## src/rtl/vpm_pkg.sv

```systemverilog
package vpm_pkg;

  // Per-lane predication class
  typedef enum logic [1:0] {
    LC_SKIP = 2'd0,  // below start index
    LC_ON   = 2'd1,  // enabled, takes new result
    LC_OFF  = 2'd2,  // masked off, keeps old value
    LC_TAIL = 2'd3   // past vector length, zeroed
  } lane_cls_e;

endpackage

```

## src/rtl/vpm_lane_classify.sv

```systemverilog
module vpm_lane_classify #(
  parameter int LANES = 8,
  parameter int CNTW  = 4
) (
  input  logic [CNTW-1:0]      vstart_i,
  input  logic [CNTW-1:0]      vl_i,
  input  logic                 unmasked_i,
  input  logic [LANES-1:0]     mask_i,
  output vpm_pkg::lane_cls_e   cls_o [LANES]
);

  localparam logic [CNTW-1:0] LANES_C = CNTW'(LANES);

  logic [CNTW-1:0] vl_eff;

  // Lengths beyond the lane count behave as the full vector
  always_comb begin
    vl_eff = (vl_i > LANES_C) ? LANES_C : vl_i;
  end

  for (genvar g = 0; g < LANES; g++) begin : g_lane
    localparam logic [CNTW-1:0] IDX = CNTW'(g);
    always_comb begin
      if (IDX < vstart_i)                 cls_o[g] = vpm_pkg::LC_SKIP;
      else if (IDX >= vl_eff)             cls_o[g] = vpm_pkg::LC_TAIL;
      else if (unmasked_i || mask_i[g])   cls_o[g] = vpm_pkg::LC_ON;
      else                                cls_o[g] = vpm_pkg::LC_OFF;
    end
  end

endmodule

```

## src/rtl/vpm_lane_merge.sv

```systemverilog
module vpm_lane_merge #(
  parameter int LANES = 8,
  parameter int EW    = 8
) (
  input  vpm_pkg::lane_cls_e     cls_i [LANES],
  input  logic [LANES*EW-1:0]    new_i,
  input  logic [LANES*EW-1:0]    old_i,
  output logic [LANES*EW-1:0]    dest_o,
  output logic [LANES-1:0]       we_o,
  output logic [LANES-1:0]       on_o
);

  for (genvar g = 0; g < LANES; g++) begin : g_lane
    always_comb begin
      unique case (cls_i[g])
        vpm_pkg::LC_ON: begin
          dest_o[g*EW +: EW] = new_i[g*EW +: EW];
          we_o[g]            = 1'b1;
          on_o[g]            = 1'b1;
        end
        vpm_pkg::LC_TAIL: begin
          dest_o[g*EW +: EW] = '0;
          we_o[g]            = 1'b1;
          on_o[g]            = 1'b0;
        end
        default: begin
          dest_o[g*EW +: EW] = old_i[g*EW +: EW];
          we_o[g]            = 1'b0;
          on_o[g]            = 1'b0;
        end
      endcase
    end
  end

endmodule

```

## src/rtl/vpm_exc_pick.sv

```systemverilog
module vpm_exc_pick #(
  parameter int LANES = 8,
  parameter int LIDXW = 3
) (
  input  logic [LANES-1:0] req_i,
  input  logic [LANES-1:0] on_i,
  output logic             any_o,
  output logic [LIDXW-1:0] idx_o
);

  logic [LANES-1:0] live;

  always_comb begin
    live  = req_i & on_i;
    any_o = |live;
    idx_o = '0;
    // Walk downward so the lowest set lane is written last
    for (int i = LANES - 1; i >= 0; i--) begin
      if (live[i]) idx_o = LIDXW'(i);
    end
  end

endmodule

```

## src/rtl/vpm_merge_unit.sv

```systemverilog
module vpm_merge_unit #(
  parameter int LANES = 8,
  parameter int EW    = 8,
  localparam int CNTW  = $clog2(LANES) + 1,
  localparam int LIDXW = (LANES > 1) ? $clog2(LANES) : 1
) (
  input  logic                clk,
  input  logic                rst,
  input  logic                valid_in,
  input  logic [CNTW-1:0]     vstart_in,
  input  logic [CNTW-1:0]     vl_in,
  input  logic                unmasked_in,
  input  logic [LANES-1:0]    mask_in,
  input  logic [LANES*EW-1:0] new_data_in,
  input  logic [LANES*EW-1:0] old_data_in,
  input  logic [LANES-1:0]    exc_req_in,
  output logic                valid_out,
  output logic [LANES*EW-1:0] dest_out,
  output logic [LANES-1:0]    wr_en_out,
  output logic                exc_valid_out,
  output logic [LIDXW-1:0]    exc_lane_out
);

  vpm_pkg::lane_cls_e  cls [LANES];
  logic [LANES*EW-1:0] dest_c;
  logic [LANES-1:0]    we_c;
  logic [LANES-1:0]    on_c;
  logic                exc_any_c;
  logic [LIDXW-1:0]    exc_idx_c;

  vpm_lane_classify #(.LANES(LANES), .CNTW(CNTW)) classify_i (
    .vstart_i   (vstart_in),
    .vl_i       (vl_in),
    .unmasked_i (unmasked_in),
    .mask_i     (mask_in),
    .cls_o      (cls)
  );

  vpm_lane_merge #(.LANES(LANES), .EW(EW)) merge_i (
    .cls_i  (cls),
    .new_i  (new_data_in),
    .old_i  (old_data_in),
    .dest_o (dest_c),
    .we_o   (we_c),
    .on_o   (on_c)
  );

  vpm_exc_pick #(.LANES(LANES), .LIDXW(LIDXW)) pick_i (
    .req_i (exc_req_in),
    .on_i  (on_c),
    .any_o (exc_any_c),
    .idx_o (exc_idx_c)
  );

  always_ff @(posedge clk) begin
    if (rst) begin
      valid_out     <= 1'b0;
      wr_en_out     <= '0;
      exc_valid_out <= 1'b0;
      exc_lane_out  <= '0;
      dest_out      <= '0;
    end else begin
      valid_out <= valid_in;
      if (valid_in) begin
        dest_out      <= dest_c;
        wr_en_out     <= we_c;
        exc_valid_out <= exc_any_c;
        exc_lane_out  <= exc_idx_c;
      end
    end
  end

endmodule

```

## config.mk

```make
export PLATFORM = sky130hd
export DESIGN_NAME = vpm_merge_unit
export DESIGN_NICKNAME = d
export VERILOG_FILES = /design/src/rtl/vpm_pkg.sv /design/src/rtl/vpm_lane_classify.sv /design/src/rtl/vpm_lane_merge.sv /design/src/rtl/vpm_exc_pick.sv /design/src/rtl/vpm_merge_unit.sv
export SDC_FILE = /design/constraint.sdc
export NUM_CORES = 1
export LEC_CHECK = 0
export ABC_AREA = 1
export BUFFER_PORTS_ARGS = -buffer_cell sky130_fd_sc_hd__clkbuf_2
export CELL_PAD_IN_SITES_DETAIL_PLACEMENT = 1
export CELL_PAD_IN_SITES_GLOBAL_PLACEMENT = 1
export CORE_MARGIN = 10
export CORE_UTILIZATION = 25
export DETAILED_ROUTE_END_ITERATION = 8
export GPL_ROUTABILITY_DRIVEN = 0
export PLACE_DENSITY_LB_ADDON = 0.25
export SYNTH_ARGS = -nofsm -noshare
export SYNTH_HDL_FRONTEND = slang
export SYNTH_SLANG_ARGS = --single-unit
```

## constraint.sdc

```tcl
create_clock -name clk -period 1.25 [get_ports clk]
set_input_delay 0.1875 -clock clk [delete_from_list [all_inputs] [get_ports clk]]
set_output_delay 0.1875 -clock clk [all_outputs]
set_load 0.02 [all_outputs]
```

==> results by group, run 1 <==
Run status
  – Status: completed

Placement
  – Port Buffers: 232
  – Setup WS pre-CTS: -0.249 ns
  – Inst Count DP: 919
  – Final HPWL DP: 13600 µm

Clock network
  – Root cell of the clock tree: clkbuf_16
  – Clock Pin Slew Worst Setup and Hold Paths: 0.06 ns
  – H-tree depth: 3
  – CTS buffer count: 9
  – Clock buffer depth: 2
  – CTS tree: yes
  – CTS Sinks: 77
  – Post-CTS Hold Buffers: 0
  – Clk Latency, worst-skew pair: 0.34 ns

GRT
  – Largest net degree at the start of global routing: 41
  – GRT overflow: 0
  – Total Routing Usage GR: 16.7%
  – First-pass GRT wire length: 26000 µm
  – Vias in the first global route: 4781
  – Initial antenna violation count: 0

Logic synthesis
  – Synth cell types: 27
  – Largest cells by area after synthesis: dfxtp_1, nand2_1, nand3_1
  – Ys async rst share: 0%
  – Post-synth EDFFs: 0
  – Synth area leader: dfxtp_1
  – Synthesized flop and latch total: 77
  – Count leader, synth: nand2_1
  – Top-area cell type share of the netlist area: 44.1%
  – Most instantiated cells after synthesis: nand2_1, dfxtp_1, nand3_1, o21ai_0, a31oi_1
  – Commonest register cell after synthesis: dfxtp_1
  – Post-synthesis sequential area ratio: 44.1%
  – Post-Syn Area: 3490 µm²
  – Synth Instances: 488
  – Syn_nets: 644
  – Avg Cell Area, Syn: 7.16 µm²
  – Synth warnings: 0

Setup path
  – Startpoint types: primary input
  – Crit path kind: in2reg
  – WP data arrival: 1.36 ns
  – R2R setup slack: 0.45 ns
  – Crit end category: flip-flop
  – Crit Path Max Fanout: 9
  – Required time worst endpoint: 1.50 ns

Die
  – Row count: 43
  – Starting Density: 25.4%
  – Die Wd: 138 µm
  – Die area: 19100 µm²
  – Core ar.: 13800 µm²
  – Die Y: 138 µm
  – IO Pins: 233

Power
  – PnR Total Power: 6.95 mW
  – Worst vdd ir: 0.617 mV
  – Leakage: 2.82 nW
  – Power per cell area: 1260 nW/µm²

Timing
  – Relative slew slack: 72.5%
  – RSZ-0062 raised after global routing: false
  – Worst Tran Pin Value: 0.412 ns
  – Setup ws final: 0.147 ns
  – Post-layout min period: 1.10 ns
  – Fin. Hold Viols: 0
  – Slew Limit Fails: 0
  – Peak Freq: 906 MHz
  – Max Clock Skew: 0 ns
  – Final worst-path cycle share: 88.3%
  – Final setup vio count: 0

Cells and area
  – # nets final: 906
  – Non-filler cells in the finished layout: 935
  – Final Util: 40.2%
  – Share of layout cells above drive strength 1: 42.1%
  – Fillers: 1827
  – Area of the multi-input gates: 1750 µm²
  – Area growth syn-to-layout: 58.4%
  – N_diodes: 0
  – Reg area: 1540 µm²

Detailed routing
  – Via Count: 4454
  – Routed wire length: 16500 µm
  – WL/cell: 17.7 µm
  – Post-route DRC: 0
  – Starting DRT DRC Count: 120
  – Final ANT Viol Nets: 0
  – Vias per inst: 4.76
  – Initial DRT Pass Iterations: 4

Flow run
  – Max-cap viol count: 0

Worst hold path
  – Hold Crit Class: in2reg
==> worst max-delay path, stage by stage <==
cell and delay (ns):
clkbuf_2 0.12, nor2_1 0.09, buf_4 0.14, a21oi_2 0.17, nand3_2 0.11, a21oi_4 0.30
nand3_1 0.12, o211ai_1 0.11
==> through the flow <==
| step | TNS (ns) | instance area [µm²] | hold WS (ns) |
|---|---|---|---|
| floorplan | 0 | 3490 | 0.306 |
| global placement | -9.23 | 5190 | 0.393 |
| detailed placement | -12.17 | 5190 | 0.397 |
| CTS | 0 | 5520 | 0.0389 |
| global route | 0 | 5540 | 0.0534 |
| finish | 0 | 5540 | 0.0536 |
==> cell families after synthesis <==
family / after synthesis / share of synthesized area, %
AO/OA/AOI/OAI: 103 / 17.3
buffers and inverters: 57 / 6.44
flip-flops: 77 / 44.1
AND/OR/NAND/NOR: 251 / 32.2
==> cell usage in the layout, fill, tap and decap left out, drive strengths merged, types with 3 or more instances in the layout <==
| master | count |
|---|---|
| a21oi | 11 |
| or2 | 3 |
| o211ai | 8 |
| o21ai | 47 |
| nand2 | 136 |
| a31oi | 37 |
| clkbuf | 244 |
| clkinv | 3 |
| buf | 42 |
| nor2 | 26 |
| inv | 32 |
| dfxtp | 77 |
| nand3 | 73 |
| nand4 | 11 |
==> final cells by class <==
type                            instances  share of cell area, %
Multi-Input combinational cell        354                   31.6
Timing Repair Buffer                  274                   28.3
Sequential cell                        77                   27.8
Clock buffer                           12                   4.63
Tap cell                              180                   4.07
Inverter                               34                   2.37
Clock inverter                          4                   1.27
==> path summary, 6_finish.rpt <==
check | startpoint | to | cells past startpoint
worst max-delay path | vl_in[3] | dest_out[35]$_SDFFE_PP0P_ | 8
worst min-delay path | new_data_in[26] | dest_out[26]$_SDFFE_PP0P_ | 3
worst min register to register | wr_en_out[0]$_SDFFE_PP0P_ | wr_en_out[0]$_SDFFE_PP0P_ | 2
worst max register to register | wr_en_out[3]$_SDFFE_PP0P_ | wr_en_out[3]$_SDFFE_PP0P_ | 3
==> repair_timing <==
item,in CTS,in global routing
buffers inserted,0,0
resized for setup,0,7
setup endpoints to repair,0,19
==> report_power, final <==
group | total [mW] | internal, mW | switching [mW] | leakage [nW]
Clock | 2.87 | 1.85 | 1.02 | 0.163
Combinational | 1.36 | 0.561 | 0.803 | 2.02
Sequential | 2.71 | 2.63 | 0.0878 | 0.636
==> sequential cells by signal (all words and copies together), names as in the netlist <==
name,flops
dest_out,64
exc_lane_out,3
exc_valid_out,1
valid_out,1
wr_en_out,8
==> layer usage <==
metal | wire length [µm] | track usage (%) | share of wire [%] | vias to the layer above
met3 | 1460 | 6.99 | 8.8 | 12
met5 | 0 | 0 | 0 | -
met2 | 7640 | 27.9 | 46 | 165
li1 | - | - | - | 2195
met4 | 202 | 4.77 | 1.2 | 0
met1 | 7230 | 19.0 | 44 | 2082
No activity file was read; power rests on OpenSTA's default activity.
==> inputs of run 2 (changes only) <==
--- a/config.mk
+++ b/config.mk
@@ -13,7 +13,7 @@
 export CORE_UTILIZATION = 25
 export DETAILED_ROUTE_END_ITERATION = 8
 export GPL_ROUTABILITY_DRIVEN = 0
-export PLACE_DENSITY_LB_ADDON = 0.25
+export PLACE_DENSITY = 0.76
 export SYNTH_ARGS = -nofsm -noshare
 export SYNTH_HDL_FRONTEND = slang
 export SYNTH_SLANG_ARGS = --single-unit
==> run 2 against run 1 <==
  * Clock power up 7%
  * Hold slack better by 0.011 ns
  * Setup slack better by 0.022 ns
  * Register-to-register slack about the same
==> results by group, run 2 (synthesis results as in run 1) <==
Die
  – IO Pins: 233 (unchanged)
  – Die Y: 138 µm (unchanged)
  – Die Wd: 138 µm (unchanged)
  – Die area: 19100 µm² (unchanged)
  – Starting Density: 25.4% (unchanged)
  – Core ar.: 13800 µm² (unchanged)
  – Row count: 43 (unchanged)

Setup path
  – Crit end category: flip-flop (unchanged)
  – Crit path kind: in2reg (unchanged)
  – WP data arrival: 1.30 ns (was 1.36 ns)
  – Startpoint types: primary input (unchanged)
  – Required time worst endpoint: 1.47 ns (was 1.50 ns)
  – Crit Path Max Fanout: 9 (unchanged)

Cells and area
  – Top Registers: dest_out (64), wr_en_out (8), exc_lane_out (3) (unchanged)
  – Area of the multi-input gates: 1740 µm² (was 1750 µm²)
  – Fillers: 1791 (was 1827)
  – Area growth syn-to-layout: 57.3% (was 58.4%)
  – Non-filler cells in the finished layout: 934 (was 935)
  – Share of layout cells above drive strength 1: 41.5% (was 42.1%)
  – Most frequent cells in the layout: clkbuf_2, nand2_1, dfxtp_1 (unchanged)
  – # nets final: 904 (was 906)
  – Largest Register: dest_out (unchanged)
  – Max FFs per register: 64 (unchanged)
  – Most common cell after layout, fill and taps aside: clkbuf_2 (unchanged)
  – Reg area: 1540 µm² (unchanged)

Timing
  – Peak Freq: 925 MHz (was 906 MHz)
  – Max Clock Skew: 0 ns (unchanged)
  – Final worst-path cycle share: 86.5% (was 88.3%)
  – Fin. Hold Viols: 0 (unchanged)
  – Relative slew slack: 72.5% (about the same)
  – Slew Limit Fails: 0 (unchanged)
  – Setup ws final: 0.169 ns (was 0.147 ns)
  – Worst Tran Pin Value: 0.412 ns (about the same)
  – Post-layout min period: 1.08 ns (was 1.10 ns)
  – RSZ-0062 raised after global routing: false (unchanged)
  – Final setup vio count: 0 (unchanged)

GRT
  – GRT overflow: 0 (unchanged)
  – Vias in the first global route: 4818 (was 4781)
  – First-pass GRT wire length: 25900 µm (was 26000 µm)
  – Largest net degree at the start of global routing: 59 (was 41)
  – Total Routing Usage GR: 16.5% (was 16.7%)
  – Initial antenna violation count: 2 (was 0)

Clock network
  – CTS tree: yes (unchanged)
  – Root cell of the clock tree: clkbuf_16 (unchanged)
  – Clk Latency, worst-skew pair: 0.34 ns (about the same)
  – CTS buffer count: 9 (unchanged)
  – Clock buffer depth: 2 (unchanged)
  – H-tree depth: 3 (unchanged)
  – Post-CTS Setup Repair Bufs: 0 (unchanged)
  – CTS Sinks: 77 (unchanged)
  – Post-cts resize count: 0 (unchanged)
  – Post-CTS Hold Buffers: 0 (unchanged)
  – Clock Pin Slew Worst Setup and Hold Paths: 0.06 ns (about the same)

Placement
  – Final HPWL DP: 13400 µm (was 13600 µm)
  – Inst Count DP: 917 (was 919)
  – Port Buffers: 232 (unchanged)
  – Setup WS pre-CTS: -0.287 ns (was -0.249 ns)

Power
  – P_int: 5.21 mW (was 5.04 mW)
  – Net Sw Power: 1.90 mW (was 1.91 mW)
  – Power per cell area: 1290 nW/µm² (was 1260 nW/µm²)
  – Net Sw Frac: 26.7% (was 27.5%)
  – Comb pwr share: 18.8% (was 19.6%)
  – Worst vdd ir: 0.582 mV (was 0.617 mV)
  – Reg power frac: 38.1% (was 39.1%)
  – Clock share of power: 43.1% (was 41.3%)
  – Leakage: 2.81 nW (was 2.82 nW)

Detailed routing
  – Routed wire length: 16300 µm (was 16500 µm)
  – Vias per inst: 4.76 (about the same)
  – Post-route DRC: 0 (unchanged)
  – Initial DRT Pass Iterations: 4 (unchanged)
  – Final ANT Viol Nets: 0 (unchanged)
  – Starting DRT DRC Count: 102 (was 120)
  – WL/cell: 17.4 µm (was 17.7 µm)
  – Via Count: 4449 (was 4454)

Run status
  – Status: completed (unchanged)

Worst hold path
  – Hold Crit Class: in2reg (unchanged)

Flow run
  – Max-cap viol count: 0 (unchanged)
-- run 2: worst paths after layout --
kind,start,to,slack [ns],cells after the start
worst max-delay path,vstart_in[2],dest_out[4]$_SDFFE_PP0P_,0.17,9
worst min-delay path,new_data_in[26],dest_out[26]$_SDFFE_PP0P_,0.06,3
worst max register to register,wr_en_out[3]$_SDFFE_PP0P_,wr_en_out[3]$_SDFFE_PP0P_,0.46,3
worst min register to register,exc_lane_out[2]$_SDFFE_PP0P_,exc_lane_out[2]$_SDFFE_PP0P_,0.45,2
-- run 2: critical path, stage by stage --
cell and delay, ns:
clkbuf_2 0.11, nor2_2 0.14, inv_2 0.06, nor2_1 0.15, o21ai_1 0.14, nand2_1 0.13, clkinvlp_4 0.19, nand2_1 0.12
a31oi_1 0.08
-- run 2: area by class of cell --
cell class,instances,area share [%]
inverters,34,2.39
flip-flops and latches,77,28.0
diodes,2,0.0910
well taps,180,4.10
clock buffers,11,4.60
multi-input cells,354,31.6
clock inverters,4,1.73
repair buffers,272,27.5
-- run 2: per-stage QoR --
| step | area (µm²) | power, mW | utilization (%) | setup TNS, ns | hold slack, ns |
|---|---|---|---|---|---|
| 2_1_floorplan | 3490 | 3.41 | - | 0 | 0.306 |
| 3_3_place_gp | 5140 | 4.07 | 37.3 | -11.08 | 0.391 |
| 3_5_place_dp | 5140 | 4.12 | 37.3 | -13.72 | 0.410 |
| 4_1_cts | 5480 | 7.22 | 39.8 | 0 | 0.0517 |
| 5_1_grt | 5500 | 7.48 | 39.9 | 0 | 0.0628 |
| 6_report | 5500 | 7.12 | 39.9 | 0 | 0.0645 |
-- run 2: power groups by stage --
stage | combinational [mW] | sequential (mW) | clock (mW)
2_1_floorplan | 0.442 | 2.96 | 0
3_3_place_gp | 1.32 | 2.76 | 0
3_5_place_dp | 1.35 | 2.77 | 0
4_1_cts | 1.36 | 2.71 | 3.15
5_1_grt | 1.47 | 2.74 | 3.27
6_report | 1.34 | 2.71 | 3.07
-- run 2: metal layers --
metal	vias up	track usage, %	part of all wire, %
met1	2074	17.9	40
met3	18	6.75	8.7
met5	-	0	0
li1	2194	-	-
met4	0	6.49	1.8
met2	163	28.0	49
